===== config.mk =====
export PLATFORM = sky130hd
export DESIGN_NAME = addr_window_xlate
export DESIGN_NICKNAME = d
export VERILOG_FILES = /design/src/rtl/awt_pkg.sv /design/src/rtl/awt_regs.sv /design/src/rtl/awt_window.sv /design/src/rtl/awt_pick.sv /design/src/rtl/addr_window_xlate.sv
export SDC_FILE = /design/constraint.sdc
export NUM_CORES = 1
export LEC_CHECK = 0
export CAP_MARGIN = 20
export CORE_MARGIN = 3
export CORE_UTILIZATION = 53
export DETAILED_ROUTE_END_ITERATION = 10
export MAX_ROUTING_LAYER = met4
export PLACE_DENSITY = 0.81
export SYNTH_ARGS = -nofsm -noshare
export SYNTH_HDL_FRONTEND = slang
export SYNTH_SLANG_ARGS = --single-unit

===== constraint.sdc =====
create_clock -name clk -period 4.3 [get_ports clk]
set_input_delay 0.645 -clock clk [delete_from_list [all_inputs] [get_ports clk]]
set_output_delay 0.645 -clock clk [all_outputs]
set_load 0.01 [all_outputs]

===== src/rtl/awt_pkg.sv =====
package awt_pkg;
   localparam logic [2:0] CYC_IO   = 3'b000;
   localparam logic [2:0] CYC_MEM  = 3'b011;
   localparam logic [2:0] CYC_MEMX = 3'b110;
   localparam logic [2:0] CYC_CFG  = 3'b101;

   localparam logic [1:0] KIND_BASE = 2'd0;
   localparam logic [1:0] KIND_MAP  = 2'd1;
   localparam logic [1:0] KIND_LOCK = 2'd2;

   localparam logic [15:0] UNLOCK_KEY = 16'hA05F;
   localparam int          LOCK_BIT   = 14;
endpackage


===== src/rtl/awt_regs.sv =====
module awt_regs
   import awt_pkg::*;
#(
   parameter int NUM_WIN = 3,
   parameter int ADDR_W  = 32,
   parameter int MAP_W   = 16,
   parameter int IDX_W   = 2
) (
   input  logic                            clk,
   input  logic                            rst_n,
   input  logic                            wr_en,
   input  logic [IDX_W+1:0]                wr_sel,
   input  logic [ADDR_W-1:0]               wr_data,
   output logic [NUM_WIN-1:0][ADDR_W-1:0]  base_q,
   output logic [NUM_WIN-1:0][MAP_W-1:0]   map_q,
   output logic                            lock_q
);
   logic [1:0]       wr_kind;
   logic [IDX_W-1:0] wr_idx;
   assign wr_kind = wr_sel[IDX_W+1:IDX_W];
   assign wr_idx  = wr_sel[IDX_W-1:0];

   always_ff @(posedge clk or negedge rst_n) begin
      if (!rst_n) begin
         base_q <= '0;
         map_q  <= '0;
      end else if (wr_en && !lock_q) begin
         for (int i = 0; i < NUM_WIN; i++) begin
            if (wr_idx == IDX_W'(i)) begin
               if (wr_kind == KIND_BASE) base_q[i] <= wr_data;
               else if (wr_kind == KIND_MAP) map_q[i] <= wr_data[MAP_W-1:0];
            end
         end
      end
   end

   always_ff @(posedge clk or negedge rst_n) begin
      if (!rst_n) begin
         lock_q <= 1'b1;
      end else if (wr_en && wr_kind == KIND_LOCK) begin
         if (lock_q) begin
            if (wr_data[15:0] == UNLOCK_KEY) lock_q <= 1'b0;
         end else if (wr_data[LOCK_BIT]) begin
            lock_q <= 1'b1;
         end
      end
   end
endmodule


===== src/rtl/awt_window.sv =====
module awt_window
   import awt_pkg::*;
#(
   parameter int ADDR_W   = 32,
   parameter int GRAIN_W  = 20,
   parameter int SZ_W     = 4,
   parameter int MAP_W    = 16,
   parameter bit FORCE_IO = 1'b0
) (
   input  logic [ADDR_W-1:0] base_reg,
   input  logic [MAP_W-1:0]  map_reg,
   input  logic [ADDR_W-1:0] addr,
   output logic              hit,
   output logic [ADDR_W-1:0] xaddr,
   output logic [2:0]        xtype
);
   localparam int MAX_CODE = ADDR_W - GRAIN_W - 1;

   logic [ADDR_W-1:0] mask;
   logic [ADDR_W-1:0] win_base;
   logic [ADDR_W-1:0] sum;
   logic              unused_bits;

   always_comb begin
      int sh;
      sh = GRAIN_W + ((int'(base_reg[SZ_W:1]) > MAX_CODE) ? MAX_CODE : int'(base_reg[SZ_W:1]));
      mask = {ADDR_W{1'b1}} << sh;
   end

   assign win_base = {base_reg[ADDR_W-1:GRAIN_W], {GRAIN_W{1'b0}}};
   assign hit      = base_reg[0] && ((addr & mask) == (win_base & mask));
   assign sum      = {map_reg[MAP_W-1:4], {GRAIN_W{1'b0}}} + (addr & ~mask);

   generate
      if (FORCE_IO) begin : g_io
         assign xtype = CYC_IO;
      end else begin : g_typed
         assign xtype = map_reg[3:1];
      end
   endgenerate

   assign xaddr = (xtype == CYC_CFG && !map_reg[0]) ? {sum[ADDR_W-1:2], 2'b00} : sum;
   assign unused_bits = ^{base_reg[GRAIN_W-1:SZ_W+1], map_reg[3:1]};
endmodule


===== src/rtl/awt_pick.sv =====
module awt_pick #(
   parameter int NUM_WIN = 3,
   parameter int ADDR_W  = 32,
   parameter int IDX_W   = 2
) (
   input  logic [NUM_WIN-1:0]              hits,
   input  logic [NUM_WIN-1:0][ADDR_W-1:0]  xaddr,
   input  logic [NUM_WIN-1:0][2:0]         xtype,
   output logic                            any,
   output logic [IDX_W-1:0]                idx,
   output logic [ADDR_W-1:0]               addr,
   output logic [2:0]                      ctype
);
   always_comb begin
      any   = 1'b0;
      idx   = '0;
      addr  = '0;
      ctype = '0;
      for (int i = NUM_WIN - 1; i >= 0; i--) begin
         if (hits[i]) begin
            any   = 1'b1;
            idx   = IDX_W'(i);
            addr  = xaddr[i];
            ctype = xtype[i];
         end
      end
   end
endmodule


===== src/rtl/addr_window_xlate.sv =====
module addr_window_xlate
   import awt_pkg::*;
#(
   parameter int NUM_WIN = 3,
   parameter int ADDR_W  = 32,
   parameter int GRAIN_W = 20,
   parameter int SZ_W    = 4,
   localparam int IDX_W  = (NUM_WIN > 1) ? $clog2(NUM_WIN) : 1,
   localparam int SEL_W  = IDX_W + 2,
   localparam int MAP_W  = ADDR_W - GRAIN_W + 4
) (
   input  logic              clk,
   input  logic              rst_n,
   input  logic              wr_en,
   input  logic [SEL_W-1:0]  wr_sel,
   input  logic [ADDR_W-1:0] wr_data,
   input  logic              req_valid,
   input  logic [ADDR_W-1:0] req_addr,
   output logic              res_valid,
   output logic              res_hit,
   output logic [IDX_W-1:0]  res_win,
   output logic [ADDR_W-1:0] res_addr,
   output logic [2:0]        res_type,
   output logic [1:0]        res_cfg_lo
);
   generate
      if (NUM_WIN < 1) begin : g_bad_win
         $error("NUM_WIN must be at least 1");
      end
      if (ADDR_W < 16 || GRAIN_W + 2 > ADDR_W) begin : g_bad_addr
         $error("ADDR_W must be >= 16 and exceed GRAIN_W by 2");
      end
      if (SZ_W + 1 > GRAIN_W || (1 << SZ_W) - 1 < ADDR_W - GRAIN_W - 1) begin : g_bad_sz
         $error("SZ_W must fit below GRAIN_W and cover all sizes");
      end
   endgenerate

   logic [NUM_WIN-1:0][ADDR_W-1:0] base_q;
   logic [NUM_WIN-1:0][MAP_W-1:0]  map_q;
   logic                           lock_q;
   logic [NUM_WIN-1:0]             hits;
   logic [NUM_WIN-1:0][ADDR_W-1:0] xaddr;
   logic [NUM_WIN-1:0][2:0]        xtype;
   logic                           p_hit;
   logic [IDX_W-1:0]               p_idx;
   logic [ADDR_W-1:0]              p_addr;
   logic [2:0]                     p_type;

   awt_regs #(.NUM_WIN(NUM_WIN), .ADDR_W(ADDR_W), .MAP_W(MAP_W), .IDX_W(IDX_W)) u_regs (
      .clk(clk), .rst_n(rst_n), .wr_en(wr_en), .wr_sel(wr_sel), .wr_data(wr_data),
      .base_q(base_q), .map_q(map_q), .lock_q(lock_q)
   );

   generate
      for (genvar w = 0; w < NUM_WIN; w++) begin : g_win
         awt_window #(
            .ADDR_W(ADDR_W), .GRAIN_W(GRAIN_W), .SZ_W(SZ_W), .MAP_W(MAP_W),
            .FORCE_IO(w == NUM_WIN - 1)
         ) u_win (
            .base_reg(base_q[w]), .map_reg(map_q[w]), .addr(req_addr),
            .hit(hits[w]), .xaddr(xaddr[w]), .xtype(xtype[w])
         );
      end
   endgenerate

   awt_pick #(.NUM_WIN(NUM_WIN), .ADDR_W(ADDR_W), .IDX_W(IDX_W)) u_pick (
      .hits(hits), .xaddr(xaddr), .xtype(xtype),
      .any(p_hit), .idx(p_idx), .addr(p_addr), .ctype(p_type)
   );

   always_ff @(posedge clk or negedge rst_n) begin
      if (!rst_n) begin
         res_valid  <= 1'b0;
         res_hit    <= 1'b0;
         res_win    <= '0;
         res_addr   <= '0;
         res_type   <= '0;
         res_cfg_lo <= '0;
      end else begin
         res_valid <= req_valid;
         if (req_valid) begin
            res_hit    <= p_hit;
            res_win    <= p_idx;
            res_addr   <= p_addr;
            res_type   <= p_type;
            res_cfg_lo <= (p_type == CYC_CFG) ? p_addr[1:0] : 2'b00;
         end
      end
   end
endmodule


# Word-level counts from Yosys, hierarchy flattened

Cells that the tools add are included.

Bits in registers: 186
Input port bits: 72
Output and inout bits: 41
Logic and storage cells: 87

Add/sub/neg operators: 6
Magnitude comparators: 3
Eq/ne operators: 11
Shifts and indexed selects: 3
Multiplexer cells: 20
Bitwise operators: 13
Reductions and logical operators: 18

Operators with widths:

| kind                                                                  | count |
|---|---|
| 32-bit AND                                                            | 9 |
| 32-bit adder                                                          | 3 |
| 6-bit by 32-bit adder with 32-bit output (first input constant)       | 3 |
| 32-bit == test                                                        | 3 |
| 32-bit 2-to-1 mux                                                     | 3 |
| 32-bit inverter                                                       | 3 |
| 32-bit by 32-bit left shift with 32-bit output (first input constant) | 3 |
| 16-bit == test (second input constant)                                | 1 |
| 4-bit greater-than comparator (second input constant)                 | 3 |
| 2-bit 2-to-1 mux                                                      | 6 |
| 4-bit 2-to-1 mux                                                      | 3 |
| 4-bit AND reduction                                                   | 3 |
| 3-bit == test (second input constant)                                 | 3 |
| 3-bit AND reduction                                                   | 3 |
| 1-bit logical AND                                                     | 7 |
| 1-bit 2-to-1 mux                                                      | 6 |
| 3-bit 2-to-1 mux                                                      | 2 |
| 2-bit by 1-bit == test with 1-bit output (second input constant)      | 2 |
| 2-bit == test (second input constant)                                 | 2 |
| 2-bit logical NOT                                                     | 2 |
| 1-bit logical NOT                                                     | 3 |
| 1-bit inverter                                                        | 1 |

# Logic depth before layout (Yosys ltp)

Word-level depth: 11
Gate-level depth with buffers: 13

# Modules after synthesis

A second synthesis with hierarchy kept.

Cells, all modules: 1017
Area, all modules: 11183.2 um2

Modules (own cells, without submodules):

| module                       | instances | cells an instance | area an instance (um2) | sequential area each (um2) |
|---|---|---|---|---|
| awt_regs                     | 1         | 321               | 5512.8                 | 3629.7 |
| addr_window_xlate            | 1         | 93                | 1694.1                 | 1026.0 |
| awt_window at g_win[2].u_win | 1         | 154               | 1046.0                 | 0.0 |
| awt_pick                     | 1         | 163               | 1007.2                 | 0.0 |
| awt_window at g_win[0].u_win | 1         | 144               | 962.2                  | 0.0 |
| awt_window at g_win[1].u_win | 1         | 142               | 960.9                  | 0.0 |

# Worst setup path before layout

Ideal clock, no wire load.

Path type: reg2reg
Start point: register u_regs.base_q[68] in the netlist's numbering
End point: register res_addr[30]
Setup time: 0.088 ns
Data arrival time: 2.799 ns
Setup slack: 1.413 ns
Cell stages (with the launch flop): 12
Buffers on the path: 1
Path through: dfrtp_1 -> clkbuf_1 -> o41a_1 -> ha_1 -> fa_1 -> a21oi_1 -> o2111ai_1 -> a31o_2 -> a21oi_1 -> xnor2_1 -> nand3b_1 -> a41oi_1

Word-level cells in the longest chain between the ends: 10
Elaborated cells on any way between the ends: 14

Ends and longest elaborated chain:

| item                                               | line                               | RTL |
|---|---|---|
| from (decl)                                        | awt_regs.sv:14                     | `output logic [NUM_WIN-1:0][ADDR_W-1:0] base_q,` |
| from (signal, indexed assignment)                  | awt_regs.sv:30                     | `if (wr_kind == KIND_BASE) base_q[i] <= wr_data;` |
| 4-bit greater-than comparator                      | awt_window.sv:26                   | `sh = GRAIN_W + ((int'(base_reg[SZ_W:1]) > MAX_CODE) ? MAX_CODE : int'(base_reg[SZ_W:1]));` |
| 4-bit 2-to-1 mux (*)                               | awt_window.sv:26                   |  |
| 6-bit by 32-bit adder with 32-bit output (*)       | awt_window.sv:26                   |  |
| 32-bit by 32-bit left shift with 32-bit output (*) | awt_window.sv:27                   | `mask = {ADDR_W{1'b1}} << sh;` |
| 32-bit inverter or 32-bit AND (tied branches)      | awt_window.sv:32, awt_window.sv:31 |  |
| 32-bit AND or 32-bit == test (tied branches)       | awt_window.sv:32, awt_window.sv:31 |  |
| 32-bit adder or 1-bit logical AND (tied branches)  | awt_window.sv:32, awt_window.sv:31 |  |
| 32-bit 2-to-1 mux (*) (3 in a row)                 | awt_pick.sv:20                     | `if (hits[i]) begin` |
| to (signal assigned)                               | addr_window_xlate.sv:84            | `res_addr <= p_addr;` |
| to (decl)                                          | addr_window_xlate.sv:22            | `output logic [ADDR_W-1:0] res_addr,` |

Mark *: on every way between the ends. The rest lies on a longest branch, timed or not.
A chain may end at the register's enable or synchronous reset.

# Worst setup path in the final report

Start point: register u_regs.base_q[4] in the netlist's numbering
End point: register res_addr[28]

Word-level cells in the longest chain between the ends: 8
Elaborated cells on any way between the ends: 12

Ends and longest elaborated chain:

| item                                               | line |
|---|---|
| 4-bit greater-than comparator                      | awt_window.sv:26 |
| 4-bit 2-to-1 mux (*)                               | awt_window.sv:26 |
| 6-bit by 32-bit adder with 32-bit output (*)       | awt_window.sv:26 |
| 32-bit by 32-bit left shift with 32-bit output (*) | awt_window.sv:27 |
| 32-bit inverter or 32-bit AND (tied branches)      | awt_window.sv:32, awt_window.sv:31 |
| 32-bit AND or 32-bit == test (tied branches)       | awt_window.sv:32, awt_window.sv:31 |
| 32-bit adder or 1-bit logical AND (tied branches)  | awt_window.sv:32, awt_window.sv:31 |
| 32-bit 2-to-1 mux (*)                              | awt_pick.sv:20 |

Marks and branches as above.

==> impl_summary.txt <==
----------------------------------------------------
[Clocking]
  Maximum count of clock buffers along a single path ... 2
  Cell chosen for the clock root ... clkbuf_16
  Number of gates given a new drive strength after cts ... 0
  Post-CTS setup-driven buffer insertion count ... 0
  Total clock sinks ... 137
  CTS tree ... done
  H-tree depth ... 4
  TritonCTS Buffers ... 17
  Cts-stage hold buffer count ... 0
  Clock slew at the register clock pins of the worst setup and hold paths ... 60 ps
  Worst-skew pair later-pin latency ... 430 ps

[Global routing]
  Aggregate global-route resource usage ... 0.267
  Largest net degree at the start of global routing ... 88
  Number of global-route vias before repair ... 6,201
  Global-route wire length before repair ... 33.3 mm
  Gr ovfl total ... 0
  Number of antenna violations at the first check in global routing ... 0

[STA]
  Worst slew margin ... 0.307
  Tmin final ... 3410 ps
  Final number of hold-violating endpoints ... 0
  Period utilisation layout ... 0.793
  Final worst slack ... 891 ps
  Final Hold Slack ... 240 ps
  Slew at the pin with the worst max-slew slack ... 1040 ps
  Unrepaired setup endpoints after global routing ... no
  Setup TNS Final ... 0 ps
  Endpoints failing setup ... 0
  Achievable clock frequency ... 0.293 GHz
  Number of max-slew violations in the final report ... 0
  Clk_skew ... 9.53 ps

[Final layout]
  Proportion of layout cells with a drive suffix above 1 ... 0.166
  Count of fill cells added during filler insertion ... 1,054
  Synth-to-Final Area Change ... 22.7%
  Diodes inserted ... 0
  Final #Nets ... 928
  Number of standard cells in the final layout excluding fillers ... 1,013

[Drt]
  Routed wire length ... 20.7 mm
  Antenna Nets Post-Route ... 0
  WL per Instance ... 20.4 um
  Routed via count divided by cell count ... 6.11
  Vias post-DR ... 6,192
  Router iterations before antenna repair ... 5
  DRC marker count from the first detailed-route iteration ... 638
  Post-route DRC violation count ... 0

[Logic synthesis]
  Flop and latch count out of synthesis ... 137
  Post-synthesis cell type count ... 70
  Synthesized instance count ... 727
  Portion of the post-synthesis area used by sequential elements ... 0.434
  Cell types occupying the most area after synthesis ... dfrtp_1 (43%), mux2_2 (14%), ha_1 (5.2%), xnor2_1 (4.8%), a22o_1 (2.6%)
  Largest area contributor in the synthesized netlist ... dfrtp_1
  Number of synthesized flops with an enable pin ... 0
  FFs w/ async S/R, synth ... 1.00
  Mapped Avg Cell Area ... 10.9 um^2
  Post-synth top flop ... dfrtp_1
  Summed instance area of the synthesized netlist ... 7900 um^2
  Synthesis Warnings ... 0
  Fraction of post-synthesis cell area in the top cell type by area ... 0.431
  Nets in the synthesized netlist ... 835

[Placed design]
  Number of cells after detailed placement ... 981
  Final weighted congestion in routability-driven placement ... 0.976
  Dpl ws ... 609 ps
  Detail Placement HPWL ... 15.3 mm
  Buffers on Ports ... 108

[Power]
  Pwr dens ... 425 nW/um^2
  Maximum vdd drop ... 0.277 mV
  Clock share of power ... 0.375
  Portion of total power attributed to combinational logic ... 0.229
  Switching power ... 1.20 mW
  Internal Power ... 2.92 mW
  Proportion of power drawn by flip-flops and latches ... 0.396
  Switching part of the total power ... 0.292
  Leakage power ... 4.42 nW

[Floorplan]
  I/O pin count ... 113
  Die outline width ... 128 um
  Starting Density ... 0.556
  Die footprint ... 16,400 um^2
  Core area ... 14,200 um^2
  Die H ... 128 um
  Number of standard-cell rows in the floorplan ... 43

[Worst setup path]
  Flop2flop setup slack ... 890 ps
  Cell with the largest stage delay on the worst path ... o41ai_1
  CP Data Arrival Time ... 3710 ps
  Startpoint kind of the worst setup timing path ... register
  CP Cell Sequence ... nor2_1 > a21boi_0 > ha_1 > inv_1 > fa_1 > inv_1 > a21o_1 > a41o_1 > o41ai_1 > xnor2_1 > a221oi_1 > a21oi_1
  Path type of the worst setup path ... reg2reg
  Required time worst endpoint ... 4600 ps
  Peak per-stage delay on the critical path ... 610 ps
  CP most frequent cell ... inv_1
  Max FO, Critical Path ... 12
  Type of destination of the critical path ... register

[Status]
  Run status ... finished clean

[Run]
  Reported max-cap violation count ... 0

[Hold path]
  Worst min-delay path class ... in2async

----------------------------------------------------
flip-flops by register name, summed over array words and instances, names as in the netlist:
signal and count:
res_addr 32, res_win 2, res_hit 1, res_cfg_lo 2, u_regs.map_q 44, u_regs.base_q 51, res_valid 1, u_regs.lock_q 1
res_type 3
cell type report:
class	instances	area [um^2]	share of cell area
inverters	17	63.8	0.00658
multi-input cells	532	4210	0.434
clock buffers	22	454	0.0469
well taps	180	225	0.0232
flip-flops and latches	137	3430	0.354
clock inverters	10	169	0.0174
repair buffers	115	1140	0.118
cells by family after synthesis:
| kind of cell | count (synthesis) | synth area share |
|---|---|---|
| adder cells (fa/ha/maj) | 36 | 0.0599 |
| AO/OA/AOI/OAI | 159 | 0.152 |
| buffers and inverters | 58 | 0.0330 |
| XOR/XNOR | 60 | 0.0675 |
| AND/OR/NAND/NOR | 179 | 0.114 |
| multiplexers | 98 | 0.139 |
| flip-flops | 137 | 0.434 |
per-stage QoR:
stage                util  cell area [um^2]  total power, mW
global route        0.682              9690             4.31
finish              0.682              9690             4.12
global placement    0.639              9070             2.52
CTS                 0.682              9690             4.12
detailed placement  0.639              9070             2.57
floorplan               -              7900             2.25
metal layers:
metal / track usage / vias to the layer above / share of wire
met1: 0.342 / 3028 / 0.42
met5: - / - / 0
met3: 0.0538 / 43 / 0.069
li1: - / 2853 / -
met2: 0.427 / 268 / 0.48
met4: 0.0911 / 0 / 0.024
power by group through the flow:
stage          clock network (mW)  registers (mW)  logic, mW
3_5_place_dp                    0            1.65      0.920
5_1_grt                      1.63            1.65       1.03
4_1_cts                      1.56            1.63      0.932
6_report                     1.54            1.63      0.942
3_3_place_gp                    0            1.64      0.881
2_1_floorplan                   0            1.57      0.680
critical path, delay by kind of cell, from the launching register on:
family / cells / cell delay, ps
compound gates: 6 / 1680
xor+xnor: 1 / 130
fa+ha+maj: 2 / 500
buf+inv: 2 / 150
flops: 1 / 550
simple gates: 1 / 270
path summary, 6_finish.rpt:
kind / start / endpoint / cells after the start
worst max-delay path: u_regs.base_q[4]$_DFFE_PN0P_ / res_addr[28]$_DFFE_PN0P_ / 12
worst min-delay path: rst_n / res_win[0]$_DFFE_PN0P_ / 1
worst max register to register: u_regs.base_q[4]$_DFFE_PN0P_ / res_addr[28]$_DFFE_PN0P_ / 12
worst min register to register: res_hit$_DFFE_PN0P_ / res_hit$_DFFE_PN0P_ / 1
max in group asynchronous: rst_n / u_regs.lock_q$_DFFE_PN1P_ / 2
min in group clk: res_hit$_DFFE_PN0P_ / res_hit$_DFFE_PN0P_ / 1
cell usage after synthesis, types with 4 or more instances:
master and number:
o21a_1 7, nor3_1 16, nand3_1 18, nand4_1 4, ha_1 33, o21bai_1 6
nor2b_1 10, o211ai_1 4, nand3b_1 5, a31oi_1 8, a21o_1 12, xor2_1 16
dfrtp_1 136, a41oi_1 4, xnor2_1 43, nand2_1 37, a22o_1 23, buf_2 21
inv_1 17, nor2_1 47, o21ai_0 13, a21oi_1 24, and3_1 6, mux2_2 96
a21boi_0 4, and2_1 8, a221oi_1 7, or3_1 10, a211oi_1 6, o31a_1 5
clkbuf_1 16
cell usage in the layout (no fill, tap or decap), types with 4 or more instances in the layout:
cell type	netlist	layout
buf_4	2	7
o211ai_1	4	4
o21ai_0	13	13
nand3_1	18	18
and3_1	6	6
clkbuf_16	0	17
nor2b_1	10	10
a22o_1	23	23
nand3b_1	5	5
o21bai_1	6	6
nand4_1	4	4
a211oi_1	6	6
clkdlybuf4s50_1	0	107
ha_1	33	33
nor2_1	47	47
a21boi_0	4	4
a31oi_1	8	8
o31a_1	5	5
dfrtp_1	136	136
and2_1	8	8
a41oi_1	4	4
inv_1	17	17
a21oi_1	24	24
or3_1	10	10
nand2_1	37	37
xor2_1	16	16
xnor2_1	43	43
bufinv_16	0	4
a221oi_1	7	7
clkbuf_1	16	4
a21o_1	12	12
o21a_1	7	7
mux2_2	96	96
nor3_1	16	16
Power figures use the tool's default switching activity.
